$ cat src/rtl/trk_pkg.sv
package trk_pkg;
  typedef enum logic [1:0] {
    S_IDLE = 2'd0,
    S_ARM  = 2'd1,
    S_READ = 2'd2
  } trk_state_e;

  localparam logic [1:0] IC_NORMAL  = 2'b00;
  localparam logic [1:0] IC_ABNORM  = 2'b01;
  localparam logic [1:0] IC_INVALID = 2'b10;
endpackage

$ cat src/rtl/trk_sect_count.sv
module trk_sect_count #(
  parameter int CNT_W = 8
) (
  input  logic             clk,
  input  logic             rst,
  input  logic             clear,
  input  logic             inc,
  input  logic [CNT_W-1:0] eot,
  output logic [CNT_W-1:0] count,
  output logic             last
);
  logic [CNT_W:0] nxt;

  assign nxt  = {1'b0, count} + 1'b1;
  assign last = inc && (nxt >= {1'b0, eot});

  always_ff @(posedge clk) begin
    if (rst || clear) begin
      count <= '0;
    end else if (inc) begin
      count <= count + 1'b1;
    end
  end
endmodule

$ cat src/rtl/trk_idx_watch.sv
module trk_idx_watch #(
  parameter int PULSES = 2
) (
  input  logic clk,
  input  logic rst,
  input  logic clear,
  input  logic load_first,
  input  logic active,
  input  logic index_pulse,
  input  logic id_seen,
  output logic timeout
);
  localparam int W = $clog2(PULSES + 1);
  localparam logic [W-1:0] LIMIT = W'(PULSES - 1);

  logic [W-1:0] cnt;

  assign timeout = active && index_pulse && !id_seen && (cnt == LIMIT);

  always_ff @(posedge clk) begin
    if (rst || clear) begin
      cnt <= '0;
    end else if (load_first) begin
      cnt <= W'(1);
    end else if (active) begin
      if (id_seen) begin
        cnt <= index_pulse ? W'(1) : '0;
      end else if (index_pulse && (cnt != LIMIT)) begin
        cnt <= cnt + 1'b1;
      end
    end
  end
endmodule

$ cat src/rtl/trk_flag_acc.sv
module trk_flag_acc #(
  parameter int ID_W = 32
) (
  input  logic            clk,
  input  logic            rst,
  input  logic            clear,
  input  logic            active,
  input  logic            id_valid,
  input  logic [ID_W-1:0] id_value,
  input  logic [ID_W-1:0] exp_id,
  input  logic            id_crc_err,
  input  logic            data_end,
  input  logic            data_crc_err,
  output logic            nd,
  output logic            crc
);
  always_ff @(posedge clk) begin
    if (rst || clear) begin
      nd  <= 1'b0;
      crc <= 1'b0;
    end else if (active) begin
      if (id_valid && (id_value != exp_id)) begin
        nd <= 1'b1;
      end
      if ((id_valid && id_crc_err) || (data_end && data_crc_err)) begin
        crc <= 1'b1;
      end
    end
  end
endmodule

$ cat src/rtl/track_read_seq.sv
module track_read_seq
  import trk_pkg::*;
#(
  parameter int ID_W   = 32,
  parameter int CNT_W  = 8,
  parameter int PULSES = 2
) (
  input  logic             clk,
  input  logic             rst,
  input  logic             cmd_start,
  input  logic             cmd_mt,
  input  logic             cmd_sk,
  input  logic [ID_W-1:0]  exp_id,
  input  logic [CNT_W-1:0] eot_cnt,
  input  logic             index_pulse,
  input  logic             id_valid,
  input  logic [ID_W-1:0]  id_value,
  input  logic             id_crc_err,
  input  logic             data_end,
  input  logic             data_crc_err,
  output logic             xfer_en,
  output logic [CNT_W-1:0] sect_cnt,
  output logic             done,
  output logic [1:0]       int_code,
  output logic             st_nd,
  output logic             st_ma,
  output logic             st_crc
);
  trk_state_e state_q;

  logic idle_w;
  logic reading;
  logic accept;
  logic reject;
  logic start_rd;
  logic fin_ok;
  logic to_ma;
  logic fin_ma;

  assign idle_w   = (state_q == S_IDLE);
  assign reading  = (state_q == S_READ);
  assign accept   = idle_w && cmd_start && !cmd_mt && !cmd_sk;
  assign reject   = idle_w && cmd_start && (cmd_mt || cmd_sk);
  assign start_rd = (state_q == S_ARM) && index_pulse;
  assign fin_ma   = to_ma && !fin_ok;

  trk_sect_count #(.CNT_W(CNT_W)) u_cnt (
    .clk   (clk),
    .rst   (rst),
    .clear (accept || reject),
    .inc   (reading && data_end),
    .eot   (eot_cnt),
    .count (sect_cnt),
    .last  (fin_ok)
  );

  trk_idx_watch #(.PULSES(PULSES)) u_idx (
    .clk         (clk),
    .rst         (rst),
    .clear       (accept || reject),
    .load_first  (start_rd),
    .active      (reading),
    .index_pulse (index_pulse),
    .id_seen     (id_valid),
    .timeout     (to_ma)
  );

  trk_flag_acc #(.ID_W(ID_W)) u_flg (
    .clk          (clk),
    .rst          (rst),
    .clear        (accept || reject),
    .active       (reading),
    .id_valid     (id_valid),
    .id_value     (id_value),
    .exp_id       (exp_id),
    .id_crc_err   (id_crc_err),
    .data_end     (data_end),
    .data_crc_err (data_crc_err),
    .nd           (st_nd),
    .crc          (st_crc)
  );

  always_ff @(posedge clk) begin
    if (rst) begin
      state_q  <= S_IDLE;
      xfer_en  <= 1'b0;
      done     <= 1'b0;
      int_code <= IC_NORMAL;
      st_ma    <= 1'b0;
    end else begin
      done <= 1'b0;
      case (state_q)
        S_IDLE: begin
          if (accept) begin
            state_q  <= S_ARM;
            int_code <= IC_NORMAL;
            st_ma    <= 1'b0;
          end else if (reject) begin
            done     <= 1'b1;
            int_code <= IC_INVALID;
            st_ma    <= 1'b0;
          end
        end
        S_ARM: begin
          if (index_pulse) begin
            state_q <= S_READ;
            xfer_en <= 1'b1;
          end
        end
        S_READ: begin
          if (fin_ok) begin
            state_q  <= S_IDLE;
            xfer_en  <= 1'b0;
            done     <= 1'b1;
            int_code <= IC_NORMAL;
          end else if (fin_ma) begin
            state_q  <= S_IDLE;
            xfer_en  <= 1'b0;
            done     <= 1'b1;
            int_code <= IC_ABNORM;
            st_ma    <= 1'b1;
          end
        end
        default: state_q <= S_IDLE;
      endcase
    end
  end
endmodule

$ cat config.mk
export PLATFORM = sky130hd
export DESIGN_NAME = track_read_seq
export DESIGN_NICKNAME = d
export VERILOG_FILES = /design/src/rtl/trk_pkg.sv /design/src/rtl/trk_sect_count.sv /design/src/rtl/trk_idx_watch.sv /design/src/rtl/trk_flag_acc.sv /design/src/rtl/track_read_seq.sv
export SDC_FILE = /design/constraint.sdc
export NUM_CORES = 1
export LEC_CHECK = 0
export BUFFER_PORTS_ARGS = -buffer_cell sky130_fd_sc_hd__buf_2
export CAP_MARGIN = 20
export CORE_MARGIN = 10
export CORE_UTILIZATION = 48
export DETAILED_ROUTE_END_ITERATION = 7
export HOLD_SLACK_MARGIN = 0.1
export PLACE_DENSITY = 0.86
export SYNTH_ARGS = -nofsm -noshare
export SYNTH_HDL_FRONTEND = slang
export SYNTH_SLANG_ARGS = --single-unit
$ cat constraint.sdc
create_clock -name clk -period 8.1 [get_ports clk]
set_input_delay 1.215 -clock clk [delete_from_list [all_inputs] [get_ports clk]]
set_output_delay 1.215 -clock clk [all_outputs]
set_load 0.02 [all_outputs]
* After elaboration in Yosys (flattened, before gate mapping)
Cells that the tools add are included.
Widths: inputs -> output; s select.
** Storage, ports and cells
- Register bits :: 19
- Output and inout port bits :: 15
- Word-level logic and storage cells :: 92
- Bits of input ports :: 82
** Operators by class
- $lt $le $gt $ge :: 1
- Eq/ne operators :: 11
- Multiplexer cells :: 29
- Add/sub/neg operators :: 3
- Reduce and logical (&&, ||, !) cells :: 38
** Operators by type and width (count)
- $ne 32x32->1 :: 1
- $mux 2 :: 10
- $logic_and 1x1->1 :: 15
- $mux 1 :: 14
- $add 8x1->9 const B :: 1
- $ge 9x8->1 :: 1
- $reduce_and 3->1 :: 3
- $add 8x1->8 const B :: 1
- $reduce_and 2->1 :: 4
- $reduce_bool 2->1 :: 4
- $ne 2x1->1 const B :: 3
- $ne 3x1->1 const B :: 2
- $pmux 1 s2 :: 3
- $pmux 2 s3 :: 1
- $eq 2x1->1 const B :: 2
- $logic_not 1->1 :: 4
- $logic_or 1x1->1 :: 4
- $ne 2x2->1 const B :: 2
- $pmux 2 s2 :: 1
- $reduce_and 4->1 :: 1
- $reduce_bool 3->1 :: 1
- $add 2x1->2 const B :: 1
- $eq 2x2->1 const B :: 1
- $logic_not 2->1 :: 1
- $reduce_or 2->1 :: 1

* Longest topological paths before layout
- Depth in word-level cells :: 8
- Gate-level depth with buffers :: 11
- Mapped depth without buffers :: 10

* Cells and area by module
A second synthesis with hierarchy kept.
** Second synthesis, totals
- Cell total of the unflattened synthesis :: 190
- Area total of the unflattened synthesis :: 1635.3 µm²
** By module, submodules not included
- trk_sect_count :: cells an instance 76, times used 1, area an instance 619.3 µm², seq. area each 160.2 µm²
- track_read_seq :: cells an instance 47, times used 1, area an instance 444.2 µm², seq. area each 140.1 µm²
- trk_flag_acc :: cells an instance 51, times used 1, area an instance 421.7 µm², seq. area each 40.0 µm²
- trk_idx_watch :: cells an instance 16, times used 1, area an instance 150.1 µm², seq. area each 40.0 µm²

* Worst setup path before layout
OpenSTA, ideal clock, no wires.
- Kind :: register -> register
- Start point :: register u_cnt.count[0]
- End point :: register state_q[0]
- Path slack :: 5.351 ns
- Path buffers :: 1
- Required time :: 8.000 ns
- Clock period less this slack :: 2.749 ns
- Cell stages (with the launch flop) :: 12
- Arrival time :: 2.649 ns
- Setup time :: 0.100 ns
- Path through :: dfxtp_1 > ha_1 > and3_1 > clkbuf_1 > nand3_1 > xnor2_1 > ha_1 > and3_1 > a221o_1 > nor2_1 > a21oi_1 > a2111oi_4
** Between the ends
- Word-level cells in the longest chain between the ends :: 7
- Elaborated cells on any way between the ends :: 9
- Classes of those cells :: add/sub (1); order compare (1); eq/ne (1); mux (2); reduce/logical (4)
** RTL lines
- from (decl) :: RTL line trk_sect_count.sv:9 : output logic [CNT_W-1:0] count,
- from (signal assigned) :: RTL line trk_sect_count.sv:21 : count <= count + 1'b1;
- $add 8x1->9 * :: RTL line trk_sect_count.sv:14 : assign nxt = {1'b0, count} + 1'b1;
- named net u_cnt.nxt[6] :: RTL line trk_sect_count.sv:12 : logic [CNT_W:0] nxt;
- $ge 9x8->1 * :: RTL line trk_sect_count.sv:15 : assign last = inc && (nxt >= {1'b0, eot});
- $logic_and 1x1->1 * :: RTL line trk_sect_count.sv:15
- $logic_not 1->1 :: RTL line track_read_seq.sv:45 : assign fin_ma = to_ma && !fin_ok;
- $logic_and 1x1->1 :: RTL line track_read_seq.sv:45
- $ne 3x1->1 (no source line)
- $reduce_and 3->1 (no source line)
- to (signal assigned) :: RTL line track_read_seq.sv:85 : state_q <= S_IDLE;
- to (signal assigned) :: RTL line track_read_seq.sv:95 : state_q <= S_ARM;
- to (signal assigned) :: RTL line track_read_seq.sv:106 : state_q <= S_READ;
- to (decl) :: RTL line track_read_seq.sv:29 : trk_state_e state_q;
The timed path passes the listed nets; every way through them passes the cells marked *.
A chain may end at the register's enable or synchronous reset.

* Final worst setup path
Ends and elaborated chain as after synthesis.

==> flow_metrics.env <==
export IMPL_met2_length_um=2800
export IMPL_finalSetupTns_ns=0
export IMPL_cts_buffers=3
export IMPL_cellPowerDensity_mw_per_mm2=132
export IMPL_clk_pin_slew_worst_paths_ns=0.12
export IMPL_gp_congestion=0.874
export IMPL_path_class="register to register"
export IMPL_grt_max_degree=15
export IMPL_drv_cap=0
export IMPL_first_pass_iters=4
export IMPL_fillers=293
export IMPL_antenna_found_initial=0
export IMPL_yosysSeqAreaShare_pct=22.3
export IMPL_cts_resized=0
export IMPL_worst_slack_ns=5.27
export IMPL_synthMuxAreaShare_pct=0
export IMPL_syn_inst=211
export IMPL_rsz0062_at_grt="no"
export IMPL_final_seq_area_um2=380
export IMPL_min_path_type="register to register"
export IMPL_ant_nets=0
export IMPL_avgRoutedWirePerCell_um=14.8
export IMPL_crit_buf_inv=0
export IMPL_synth_compound_area_share_pct=21.1
export IMPL_max_clock_freq_mhz=353
export IMPL_p_leak_nw=1.08
export IMPL_slew_violations=0
export IMPL_fin_crit_sh_pct=34.9
export IMPL_crit_path_max_fanout=5
export IMPL_max_stage_delay_ns=0.46
export IMPL_min_period_ns=2.83
export IMPL_synth_cell_type_count=43
export IMPL_status="finished, final reports clean"
export IMPL_post_route_util_pct=66.3
export IMPL_die_area_mm2=0.00633
export IMPL_synth_xor_area_share_pct=22.1
export IMPL_core_area_mm2=0.00339
export IMPL_crit_path_start_kind="register"
export IMPL_syn_avg_cell_area_um2=8.08
export IMPL_via_per_inst=5.12
export IMPL_drt_initial_drc_count=56
export IMPL_power_mw=0.298
export IMPL_final_cells=351
export IMPL_cts_max_path_buffers=2
export IMPL_postCtsSetupRepairBufs=0
export IMPL_cts_sinks=19
export IMPL_antenna_cells=0
export IMPL_cpMostUsedCell="nor2_1"
export IMPL_die_w_um=79.6
export IMPL_crit_chain="nand3_1 > or2_1 > nor2_1 > xor2_1 > ha_1 > and3_1 > a221o_1 > nor2_1 > a21oi_1 > a2111oi_4"
export IMPL_dr_total_vias=1798
export IMPL_synth_fa_ha_area_share_pct=10.3
export IMPL_worst_ep_required_time_ns=8.32
export IMPL_met1_length_um=2010
export IMPL_cp_slowest_cell="dfxtp_1"
export IMPL_initial_core_util_pct=50.3
export IMPL_clock_skew_ns=0.0138
export IMPL_multi_input_area_mm2=0.00124
export IMPL_wl_met3_um=394
export IMPL_clock_root_buffer="clkbuf_4"
export IMPL_synth_top_family_by_area="XOR/XNOR gates"
export IMPL_fin_nets=402
export IMPL_grt_pass1_wl_um=8320
export IMPL_endpoint_kind="register"
export IMPL_hpwl_um=4500
export IMPL_cp_arrival_ns=3.05
export IMPL_top_layer="met3"
export IMPL_synthSimpleGateAreaFrac_pct=19.3
export IMPL_worstSkewPairLatency_ns=0.31
export IMPL_cts_hold_buf=0
export IMPL_async_flop_share_pct=0
export IMPL_fp_dieH_um=79.6
export IMPL_numPlacedInstances=347
export IMPL_worstMarginPinSlew_ns=0.464
export IMPL_gr_total_overflow=0
export IMPL_synth_edf_count=0
export IMPL_drc=0
export IMPL_ys_ff_latch=19
export IMPL_area_growth_pct=31.9
export IMPL_routed_wl_um=5200
export IMPL_syn_area_mm2=0.00170
export IMPL_drive_gt1_share_pct=34.8
export IMPL_rows=21
export IMPL_synth_nets=307
export IMPL_finalHoldViolations=0
export IMPL_port_buffers=96
export IMPL_ctsHtreeMaxLevel=1
export IMPL_cts_tree="built"
export IMPL_pre_cts_slack_ns=5.17
export IMPL_setup_viol=0
export IMPL_boundaryPins=97
export IMPL_grt_usage_pct=15.7
export IMPL_grt_pass1_vias=1817
export IMPL_ir_worst_vdd_v=0.000116
export IMPL_layout_common_cells="96 x buf_2, 37 x xnor2_1, 19 x dfxtp_1"
export IMPL_critPathTopFamily="simple AND/OR/NAND/NOR gates"
export IMPL_yosysWarnings=0
export IMPL_slew_headroom_pct=69.1
export IMPL_final_common_cell="buf_2"
export IMPL_synth_ff_type="dfxtp_1"
## stage by stage
step | hold slack [ns] | instance area [um2]
final | 0.476 | 2250
after global routing | 0.504 | 2250
after CTS | 0.482 | 2250
after detailed placement | 0.467 | 2220
after global placement | 0.446 | 2220
after floorplan | 0.491 | 1700
## tightest hold or removal path, stage by stage (launching register included)
cell and delay (ns):
dfxtp_1 0.32, nand2_1 0.05, o32ai_1 0.06
## final timing paths
check	slack, ns	endpoint	from	depth (start not counted)
max	5.27	state_q[0]$_SDFFE_PP0P_	u_cnt.count[0]$_SDFFE_PP0P_	10
min reg2reg	0.48	xfer_en$_SDFFE_PP0P_	xfer_en$_SDFFE_PP0P_	2
min	0.48	xfer_en$_SDFFE_PP0P_	xfer_en$_SDFFE_PP0P_	2
max reg2reg	5.27	state_q[0]$_SDFFE_PP0P_	u_cnt.count[0]$_SDFFE_PP0P_	10
## registers in the layout, summed over array words and instances (netlist names), 2 cells and up
| name | flops |
|---|---|
| u_cnt.count | 8 |
| int_code | 2 |
| state_q | 2 |
| u_idx.cnt | 2 |
## final cells by class
type	count	area share (%)
tap	46	2.56
clock inverter	1	0.223
sequential	19	16.9
multi-input combinational	170	55.2
inverter	16	2.67
timing repair buffer	96	21.4
clock buffer	3	1.00
## Yosys cell counts (2+ instances only)
| cell type | instances | area (um2) |
|---|---|---|
| nand4_1 | 10 | 62.6 |
| nor4_1 | 2 | 12.5 |
| xnor2_1 | 37 | 324 |
| a211oi_1 | 4 | 30.0 |
| a21o_1 | 4 | 30.0 |
| nor2b_1 | 3 | 18.8 |
| nand2_1 | 16 | 60.1 |
| clkbuf_1 | 6 | 22.5 |
| and3_1 | 5 | 31.3 |
| and2_1 | 2 | 12.5 |
| or3_1 | 2 | 12.5 |
| ha_1 | 14 | 175 |
| dfxtp_1 | 19 | 380 |
| nand3_1 | 2 | 10.0 |
| a21oi_1 | 12 | 60.1 |
| a31oi_1 | 3 | 18.8 |
| inv_1 | 16 | 60.1 |
| nand3b_1 | 2 | 15.0 |
| nor2_1 | 13 | 48.8 |
| o22ai_1 | 2 | 12.5 |
| o21ai_0 | 10 | 50.1 |
| xor2_1 | 6 | 52.6 |
## routing by layer
layer	vias up	GRT usage [%]
met4	0	1.08
met3	0	4.73
li1	928	-
met5	-	0
met1	814	16.8
met2	56	30.3
## cells by family after synthesis
family                   count (synthesis)
XOR/XNOR                                43
AND/OR/NAND/NOR                         63
buffers and inverters                   22
AO/OA/AOI/OAI                           50
flip-flops                              19
adder cells (fa/ha/maj)                 14
## power by group
| group | total [mW] | switching (mW) | internal, mW |
|---|---|---|---|
| combinational | 0.141 | 0.0745 | 0.0660 |
| clock | 0.0486 | 0.0301 | 0.0184 |
| sequential | 0.108 | 0.00618 | 0.102 |
Power figures use the tool's default switching activity.
